==> src/rtl/irq_keep_pkg.sv <==
package irq_keep_pkg;

  localparam int WORD_W   = 32;
  localparam int CTL_EN   = 0;
  localparam int CTL_EDGE = 1;
  localparam int CTL_FLSH = 2;

  typedef enum logic [3:0] {
    GRP_STAT, GRP_ACK, GRP_MSET, GRP_MCLR, GRP_SSET,
    GRP_SCLR, GRP_PSET, GRP_PCLR, GRP_CTRL, GRP_NONE
  } grp_e;

  function automatic logic [11:0] grp_base(input int layout, input grp_e g);
    logic [11:0] b;
    if (layout == 2) begin
      case (g)
        GRP_ACK:  b = 12'h080;
        GRP_MSET: b = 12'h180;
        GRP_MCLR: b = 12'h200;
        GRP_SSET: b = 12'h300;
        GRP_SCLR: b = 12'h380;
        GRP_PSET: b = 12'h480;
        GRP_PCLR: b = 12'h500;
        GRP_CTRL: b = 12'h600;
        default:  b = 12'h000;
      endcase
    end else begin
      case (g)
        GRP_ACK:  b = 12'h040;
        GRP_MSET: b = 12'h0C0;
        GRP_MCLR: b = 12'h100;
        GRP_SSET: b = 12'h180;
        GRP_SCLR: b = 12'h1C0;
        GRP_PSET: b = 12'h240;
        GRP_PCLR: b = 12'h280;
        GRP_CTRL: b = 12'h300;
        default:  b = 12'h000;
      endcase
    end
    return b;
  endfunction

endpackage

==> src/rtl/irq_keep_decode.sv <==
module irq_keep_decode
  import irq_keep_pkg::*;
#(
  parameter int LAYOUT = 1,
  parameter int NW     = 2,
  parameter int ADDR_W = 12,
  parameter int IDX_W  = 1
) (
  input  logic [ADDR_W-1:0] addr,
  output grp_e              grp,
  output logic [IDX_W-1:0]  word
);

  localparam logic [ADDR_W-1:0] SPAN = ADDR_W'(NW * 4);
  localparam logic [ADDR_W-1:0] CTRL_A = ADDR_W'(grp_base(LAYOUT, GRP_CTRL));

  logic [ADDR_W-1:0] base;
  logic [ADDR_W-1:0] off;

  always_comb begin
    grp  = GRP_NONE;
    word = '0;
    base = '0;
    off  = '0;
    for (int g = 0; g < 8; g++) begin
      base = ADDR_W'(grp_base(LAYOUT, grp_e'(g)));
      off  = addr - base;
      if (addr >= base && off < SPAN && addr[1:0] == 2'b00) begin
        grp  = grp_e'(g);
        word = IDX_W'(off >> 2);
      end
    end
    if (addr == CTRL_A) begin
      grp  = GRP_CTRL;
      word = '0;
    end
  end

endmodule

==> src/rtl/irq_keep_cfg.sv <==
module irq_keep_cfg
  import irq_keep_pkg::*;
#(
  parameter int NUM_IRQ = 64,
  parameter int NW      = 2,
  parameter int IDX_W   = 1
) (
  input  logic               clk,
  input  logic               rst_n,
  input  logic               wr_en,
  input  grp_e               grp,
  input  logic [IDX_W-1:0]   word,
  input  logic [WORD_W-1:0]  wdata,
  output logic [NUM_IRQ-1:0] mask,
  output logic [NUM_IRQ-1:0] sens,
  output logic [NUM_IRQ-1:0] pol,
  output logic               en,
  output logic               edge_mode,
  output logic               flush,
  output logic [NUM_IRQ-1:0] ack_clr
);

  always_ff @(posedge clk or negedge rst_n) begin
    if (!rst_n) begin
      mask <= '0;
      sens <= '0;
      pol  <= '0;
    end else if (wr_en) begin
      for (int w = 0; w < NW; w++) begin
        if (word == IDX_W'(w)) begin
          case (grp)
            GRP_MSET: mask[w*WORD_W +: WORD_W] <= mask[w*WORD_W +: WORD_W] | wdata;
            GRP_MCLR: mask[w*WORD_W +: WORD_W] <= mask[w*WORD_W +: WORD_W] & ~wdata;
            GRP_SSET: sens[w*WORD_W +: WORD_W] <= sens[w*WORD_W +: WORD_W] | wdata;
            GRP_SCLR: sens[w*WORD_W +: WORD_W] <= sens[w*WORD_W +: WORD_W] & ~wdata;
            GRP_PSET: pol[w*WORD_W +: WORD_W]  <= pol[w*WORD_W +: WORD_W] | wdata;
            GRP_PCLR: pol[w*WORD_W +: WORD_W]  <= pol[w*WORD_W +: WORD_W] & ~wdata;
            default: ;
          endcase
        end
      end
    end
  end

  always_ff @(posedge clk or negedge rst_n) begin
    if (!rst_n) begin
      en        <= 1'b0;
      edge_mode <= 1'b0;
    end else if (wr_en && grp == GRP_CTRL) begin
      en        <= wdata[CTL_EN];
      edge_mode <= wdata[CTL_EDGE];
    end
  end

  assign flush = wr_en && grp == GRP_CTRL && wdata[CTL_FLSH];

  always_comb begin
    ack_clr = '0;
    if (wr_en && grp == GRP_ACK) begin
      for (int w = 0; w < NW; w++) begin
        if (word == IDX_W'(w)) ack_clr[w*WORD_W +: WORD_W] = wdata;
      end
    end
  end

endmodule

==> src/rtl/irq_keep_capture.sv <==
module irq_keep_capture #(
  parameter int NUM_IRQ = 64
) (
  input  logic               clk,
  input  logic               rst_n,
  input  logic [NUM_IRQ-1:0] irq_in,
  input  logic [NUM_IRQ-1:0] mask,
  input  logic [NUM_IRQ-1:0] sens,
  input  logic [NUM_IRQ-1:0] pol,
  input  logic               arm,
  input  logic [NUM_IRQ-1:0] ack_clr,
  input  logic               flush,
  output logic [NUM_IRQ-1:0] pending,
  output logic [NUM_IRQ-1:0] pulse
);

  logic [NUM_IRQ-1:0] irq_s, irq_d;
  logic [NUM_IRQ-1:0] hit, rec, clr;

  always_ff @(posedge clk or negedge rst_n) begin
    if (!rst_n) begin
      irq_s <= '0;
      irq_d <= '0;
    end else begin
      irq_s <= irq_in;
      irq_d <= irq_s;
    end
  end

  for (genvar i = 0; i < NUM_IRQ; i++) begin : g_line
    assign hit[i] = pol[i] ? (irq_s[i] & ~irq_d[i]) : (~irq_s[i] & irq_d[i]);
    assign rec[i] = arm & hit[i] & sens[i] & ~mask[i];
  end

  assign clr = ack_clr | (flush ? pending : '0);

  always_ff @(posedge clk or negedge rst_n) begin
    if (!rst_n) begin
      pending <= '0;
      pulse   <= '0;
    end else begin
      pending <= (pending & ~clr) | rec;
      pulse   <= flush ? pending : '0;
    end
  end

endmodule

==> src/rtl/irq_edge_keeper.sv <==
module irq_edge_keeper
  import irq_keep_pkg::*;
#(
  parameter int NUM_IRQ = 64,
  parameter int LAYOUT  = 1,
  parameter int ADDR_W  = 12
) (
  input  logic               clk,
  input  logic               rst_n,
  input  logic [NUM_IRQ-1:0] irq_in,
  input  logic               reg_valid,
  input  logic               reg_write,
  input  logic [ADDR_W-1:0]  reg_addr,
  input  logic [31:0]        reg_wdata,
  output logic [31:0]        reg_rdata,
  output logic               reg_rvalid,
  output logic [NUM_IRQ-1:0] pulse_out
);

  localparam int NW    = NUM_IRQ / WORD_W;
  localparam int IDX_W = (NW > 1) ? $clog2(NW) : 1;

  grp_e               grp;
  logic [IDX_W-1:0]   widx;
  logic [NUM_IRQ-1:0] cfg_mask, cfg_sens, cfg_pol, ack_clr, pend_q;
  logic               ctl_en, ctl_edge, flush_req, arm;
  logic               wr_en, rd_en;

  assign wr_en = reg_valid & reg_write;
  assign rd_en = reg_valid & ~reg_write;
  assign arm   = ctl_en & ctl_edge;

  irq_keep_decode #(.LAYOUT(LAYOUT), .NW(NW), .ADDR_W(ADDR_W), .IDX_W(IDX_W)) u_dec (
    .addr (reg_addr),
    .grp  (grp),
    .word (widx)
  );

  irq_keep_cfg #(.NUM_IRQ(NUM_IRQ), .NW(NW), .IDX_W(IDX_W)) u_cfg (
    .clk       (clk),
    .rst_n     (rst_n),
    .wr_en     (wr_en),
    .grp       (grp),
    .word      (widx),
    .wdata     (reg_wdata),
    .mask      (cfg_mask),
    .sens      (cfg_sens),
    .pol       (cfg_pol),
    .en        (ctl_en),
    .edge_mode (ctl_edge),
    .flush     (flush_req),
    .ack_clr   (ack_clr)
  );

  irq_keep_capture #(.NUM_IRQ(NUM_IRQ)) u_cap (
    .clk     (clk),
    .rst_n   (rst_n),
    .irq_in  (irq_in),
    .mask    (cfg_mask),
    .sens    (cfg_sens),
    .pol     (cfg_pol),
    .arm     (arm),
    .ack_clr (ack_clr),
    .flush   (flush_req),
    .pending (pend_q),
    .pulse   (pulse_out)
  );

  always_ff @(posedge clk or negedge rst_n) begin
    if (!rst_n) begin
      reg_rdata  <= '0;
      reg_rvalid <= 1'b0;
    end else begin
      reg_rvalid <= rd_en;
      if (rd_en) begin
        case (grp)
          GRP_STAT:            reg_rdata <= pend_q[int'(widx)*WORD_W +: WORD_W];
          GRP_MSET, GRP_MCLR:  reg_rdata <= cfg_mask[int'(widx)*WORD_W +: WORD_W];
          GRP_SSET, GRP_SCLR:  reg_rdata <= cfg_sens[int'(widx)*WORD_W +: WORD_W];
          GRP_PSET, GRP_PCLR:  reg_rdata <= cfg_pol[int'(widx)*WORD_W +: WORD_W];
          GRP_CTRL:            reg_rdata <= {30'b0, ctl_edge, ctl_en};
          default:             reg_rdata <= '0;
        endcase
      end
    end
  end

endmodule

==> config.mk <==
export PLATFORM = sky130hd
export DESIGN_NAME = irq_edge_keeper
export DESIGN_NICKNAME = d
export VERILOG_FILES = /design/src/rtl/irq_keep_pkg.sv /design/src/rtl/irq_keep_decode.sv /design/src/rtl/irq_keep_cfg.sv /design/src/rtl/irq_keep_capture.sv /design/src/rtl/irq_edge_keeper.sv
export SDC_FILE = /design/constraint.sdc
export NUM_CORES = 1
export LEC_CHECK = 0
export ABC_CLOCK_PERIOD_IN_PS = 1170
export BUFFER_PORTS_ARGS = -buffer_cell sky130_fd_sc_hd__buf_2
export CORE_MARGIN = 2
export CORE_UTILIZATION = 38
export DETAILED_ROUTE_END_ITERATION = 7
export PLACE_DENSITY = 0.58
export SYNTH_ARGS = -nofsm -noshare
export SYNTH_HDL_FRONTEND = slang
export SYNTH_SLANG_ARGS = --single-unit
==> constraint.sdc <==
create_clock -name clk -period 1.17 [get_ports clk]
set_input_delay 0.234 -clock clk [delete_from_list [all_inputs] [get_ports clk]]
set_output_delay 0.234 -clock clk [all_outputs]
set_load 0.02 [all_outputs]
# Word-level counts from Yosys, hierarchy flattened
# Cells that the tools add are included.
[classes]
addsub = 7
magnitude_cmp = 16
eq_ne = 9
shift = 4
muxes = 93
bitwise_logic = 534
n_reduce_logical = 33
[op_table]
columns = ["op", "count"]
rows = [
  ["$pmux 32 s2", 6],
  ["$and 1x1->1", 323],
  ["$shiftx 64x7->32", 4],
  ["$not 1->1", 194],
  ["$and 32x32->32", 6],
  ["$or 32x32->32", 6],
  ["$pmux 32 s5", 1],
  ["$mux 64", 2],
  ["$or 64x64->64", 2],
  ["$lt 12x4->1 const B", 8],
  ["$mux 1", 73],
  ["$and 64x64->64", 1],
  ["$mux 32", 2],
  ["$not 64->64", 1],
  ["$ge 12x9->1 const B", 3],
  ["$mux 4", 9],
  ["$sub 12x9->12 const B", 3],
  ["$not 32->32", 1],
  ["$ge 12x10->1 const B", 2],
  ["$sub 12x10->12 const B", 2],
  ["$logic_and 1x1->1", 19],
  ["$reduce_and 3->1", 6],
  ["$eq 4x3->1 const B", 4],
  ["$eq 12x10->1 const B", 1],
  ["12 further kinds", 17],
]
[word_totals]
register_bits = 483
inputBits = 112
wordCells = 710

# Depth between registers and ports, before layout
[logic_depth]
ltp_word = 20
depth_mapped = 14
mapped_depth_nobuf = 10

# Modules after synthesis
# Synthesis repeated with hierarchy kept, for this count alone.
[unflattened]
hier_cells = 1951
area_unflattened_um2 = 22565.4
[by_module_without_submodules]
columns = ["mod", "n_inst", "cells_each", "area_per_inst_um2"]
rows = [
  ["irq_keep_capture", 1, 726, 9723.1],
  ["irq_keep_cfg", 1, 783, 9108.7],
  ["irq_edge_keeper", 1, 386, 3378.2],
  ["irq_keep_decode", 1, 56, 355.3],
]

# Worst setup path before layout
# OpenSTA, ideal clock, no wires.
[synth_path]
kind = "input-to-reg"
start = "input reg_addr[8]"
end = "register with a tool-made name"
setup_ns = 0.141
arrival_ns = 2.383
required_time_ns = 1.029
setup_slack_ns = -1.354
stages = 12
path_buffers = 4
path_cell_list = "buf_4 -> inv_1 -> ha_1 -> nand2b_1 -> a2111oi_2 -> or2_2 -> o31ai_1 -> clkbuf_2 -> nor2b_1 -> buf_2 -> buf_2 -> a31oi_1"
[synth_lines]
columns = ["element", "line_no", "text"]
rows = [
  ["start, declared", "irq_edge_keeper.sv:13", "input logic [ADDR_W-1:0] reg_addr,"],
]

# Worst setup path after layout
[layout_path]
start = "input reg_addr[7]"
end = "register reg_rdata[29]"
[layout_between]
elab_chain_cells = 15
elab_cells_between_ends = 74
cone_classes = "add/sub: 7; order compare: 16; eq/ne: 8; shift: 4; mux: 19; reduce/logical: 20"
[layout_lines]
columns = ["element", "line_no", "text"]
rows = [
  ["parallel branches: the longest is 14 deep, another holds $sub 12x7->12", "-", ""],
  ["$pmux 32 s5 *", "irq_edge_keeper.sv:76", "case (grp)"],
  ["end signal, assigned", "irq_edge_keeper.sv:77", "GRP_STAT: reg_rdata <= pend_q[int'(widx)*WORD_W +: WORD_W];"],
  ["end signal, assigned", "irq_edge_keeper.sv:78", "GRP_MSET, GRP_MCLR: reg_rdata <= cfg_mask[int'(widx)*WORD_W +: WORD_W];"],
  ["end signal, assigned", "irq_edge_keeper.sv:79", "GRP_SSET, GRP_SCLR: reg_rdata <= cfg_sens[int'(widx)*WORD_W +: WORD_W];"],
  ["end, declared", "irq_edge_keeper.sv:15", "output logic [31:0] reg_rdata,"],
]
# Every way passes the cells marked *.
# A chain may end at the register's enable or synchronous reset.

==> metrics.txt <==
first-pass iteration count of the detailed router 8; DR vias/cell between 5 and 6; Seq/Total Area, Yosys 59.4%; Cells after Synth just over 2000; first-pass GRT wire length about 110000 µm; clk root buf clkbuf_16; vias in the first global route roughly 19000; Synth warnings 0; clock skew roughly 0.026 ns; CP Capture Type flop; Final Non-Filler Cells roughly 3300; DP Cell Count 3056; largest fanout on the critical path 5; Seq pwr share 47.8%; CTS tree yes; syn nets ~2100; Die Y 235 µm; total number of vias about 19000; failing checks DRC, setup timing; fillcell total between 4000 and 5000; share of cells above drive strength 1 roughly 34%; CTS Sinks just under 500; Switching Fraction between 20% and 30%; drt total wl around 77000 µm; Die ar. between 0.05 and 0.06 mm²; setup ws final -1.00 ns; DRC Markers 1; antenna viol nets, final 0; Top FF cell, synth dfrtp_1; min-delay worst type input pin to flop; CTS Buf Count 53; initial core utilization 38.6%; final-report setup violation count between 400 and 500; Req. time, crit path between 1.5 and 2 ns; Cell Int Power between 20000 and 30000 µW; Relative slew margins between 60% and 70%; post-route clock period utilization 185%; Cell Area, Synth 0.0203 mm²; Tmin final approximately 2.2 ns; drt initial violations between 2000 and 2500; Clk pwr share 46.8%; Site Rows 84; status finished, violations left; Min Hold Slack between 0.02 and 0.025 ns; Synth async-reset ratio between 90% and 100%; routability-driven placement congestion ratio about 0.84; pwr/cell area roughly 1200 mW/mm²; boundary pin count 209; port buffer count 208; Logic pwr share between 5 and 6%; pre-CTS setup slack -1.59 ns; Global Route Usage Sum around a quarter; synthesis-to-layout area growth 45.6%; Bufs on Longest Clock Path 3; Switch Pwr just over 8000 µW; Pwr Total around 36000 µW; #FFs+latches synth slightly below 500; fmax around 0.46 GHz; RSZ-0062 raised after global routing true; crit start category input pin; Worst-Skew Late Latency roughly 0.60 ns; global route overflow 0; H-tree levels 2; Setup TNS Final -276.92 ns; Post-synth EDFFs 0; VDD IR-drop max 0.000951 V; max-cap check violation count 0; Worst-path clk slew ~0.060 ns; pin count of the biggest net entering global routing between 70 and 80; max-slew violations 0; worst-margin pin slew roughly 0.48 ns; cell leakage power approximately 0.014 µW; HPWL after DPL between 40000 and 50000 µm; WS Path Type input pin to flop; routed len/inst between 20 and 25 µm; NumNets Final around 2700; final hold vios 0; Die W 235 µm; Avg Inst Size Synth 10.1 µm²; Core Footprint approximately 0.053 mm²; antenna violations before repair 2; arrival time of the worst setup path around 2.7 ns; library cells used by synthesis 60
critical path, stage by stage:
cell and delay, ns:
buf_12 0.11, buf_12 0.12, buf_4 0.12, buf_4 0.13, nand4b_1 0.16, a2111oi_4 0.11
buf_4 0.16, o21ai_4 0.18, and2_4 0.22, nand3_4 0.20, buf_6 0.21, buf_16 0.14
a211oi_4 0.24, a211oi_2 0.06, nor3_1 0.26
per-layer routing:
| metal | track usage, % | routed length, µm | vias up |
|---|---|---|---|
| met2 | 43.3 | 36700 | 851 |
| met1 | 34.4 | 31000 | 9386 |
| met4 | 9.05 | 2860 | 0 |
| li1 | - | - | 8430 |
| met5 | 0 | 0 | - |
| met3 | 4.54 | 6020 | 173 |
power groups by stage:
| stage | Clock, µW | Sequential, µW | Combinational (µW) |
|---|---|---|---|
| final | 16800 | 17200 | 1950 |
| after global routing | 17900 | 17200 | 2120 |
| after CTS | 17100 | 17200 | 1890 |
| after detailed placement | 0 | 17500 | 1560 |
| after global placement | 0 | 17500 | 1540 |
| after floorplan | 0 | 17500 | 507 |
per-stage QoR:
stage	util, %	instance area, µm²
after global routing	56.2	29600
after floorplan	-	20800
after detailed placement	47.0	24800
after CTS	53.9	28500
final	56.2	29600
after global placement	47.0	24800
cell usage in the layout (no fill, tap or decap), types with 32 or more instances in the layout:
master / n
a21oi_1: 132
a222oi_1: 58
a31o_2: 42
a31oi_1: 65
and3_1: 56
buf_12: 81
buf_2: 203
buf_4: 245
clkbuf_16: 66
dfrtp_1: 483
dlygate4sd3_1: 94
nand2_1: 345
nand2_2: 65
nand3_1: 32
nor2_1: 159
nor4b_1: 64
o21ai_0: 70
o21ai_1: 64
synthesized netlist by cell type, types with 3 or more instances:
cell type	count	share of area, %
nor3_2	4	0.20
dfrtp_1	483	59
nand3_1	38	0.93
nand2b_1	5	0.15
a221oi_1	4	0.17
inv_1	12	0.22
a211oi_1	19	0.70
a32o_1	22	1.1
nor2_2	3	0.092
buf_6	5	0.28
and2_1	12	0.37
a222oi_1	58	2.9
a31oi_1	66	2.0
nor2_1	165	3.0
a21boi_0	3	0.11
o21ai_1	47	1.2
ha_1	3	0.18
nand4_1	3	0.092
and3_1	59	1.8
nor3_1	18	0.44
a31o_1	16	0.69
nor4b_1	65	2.8
clkbuf_1	99	1.8
buf_2	49	1.2
buf_4	5	0.18
a21o_1	3	0.11
a31o_2	46	2.0
nand2_1	426	7.9
mux2i_1	5	0.25
o21ai_0	105	2.6
a21oi_1	135	3.3
logic make-up (layout without fill, tap and decap cells):
logic type / Yosys count / in the layout / synth area share [%]
AO/OA/AOI/OAI: 539 / 539 / 17.7
AND/OR/NAND/NOR: 814 / 817 / 18.5
multiplexers: 7 / 7 / 0.357
other: 0 / 1 / 0
adder cells (fa/ha/maj): 3 / 3 / 0.184
XOR/XNOR: 3 / 3 / 0.129
flip-flops: 483 / 483 / 59.4
buffers and inverters: 171 / 790 / 3.74
worst paths after layout:
| check | slack, ns | from | to | depth (start not counted) |
|---|---|---|---|---|
| max reg2reg | -0.23 | flop | reg_rdata[5]$_DFFE_PN0P_ | 4 |
| min in group asynchronous | 0.10 | rst_n | async pin | 2 |
| max | -1.0 | reg_addr[7] | reg_rdata[29]$_DFFE_PN0P_ | 15 |
| max in group asynchronous | 0.36 | rst_n | async pin | 3 |
| min reg2reg | 0.40 | u_cap.irq_s[32]$_DFF_PN0_ | u_cap.irq_d[32]$_DFF_PN0_ | 0 |
| min | 0.02 | reg_wdata[16] | flop | 3 |
timing repair:
| item | 4_1_cts | 5_1_grt |
|---|---|---|
| hold buffers | 94 | 0 |
| setup buffers | 30 | 29 |
| endpoints found under the hold margin | 693 | 0 |
| resized for setup | 114 | 157 |
| setup endpoints to repair | 451 | 451 |
| pin swaps | 35 | 62 |
| gates cloned | 13 | 15 |
final cells by class:
cell class | count | area, µm² | area share [%]
antenna | 1 | 2.50 | 0.00845
clock buffer | 79 | 1570 | 5.31
clock inverter | 16 | 171 | 0.578
inverter | 12 | 55.1 | 0.186
multi-input combinational | 1369 | 8360 | 28.2
sequential | 483 | 12100 | 40.8
tap | 688 | 861 | 2.91
timing repair buffer | 683 | 6520 | 22.0
Note: power is estimated with default switching activity, not from simulation.
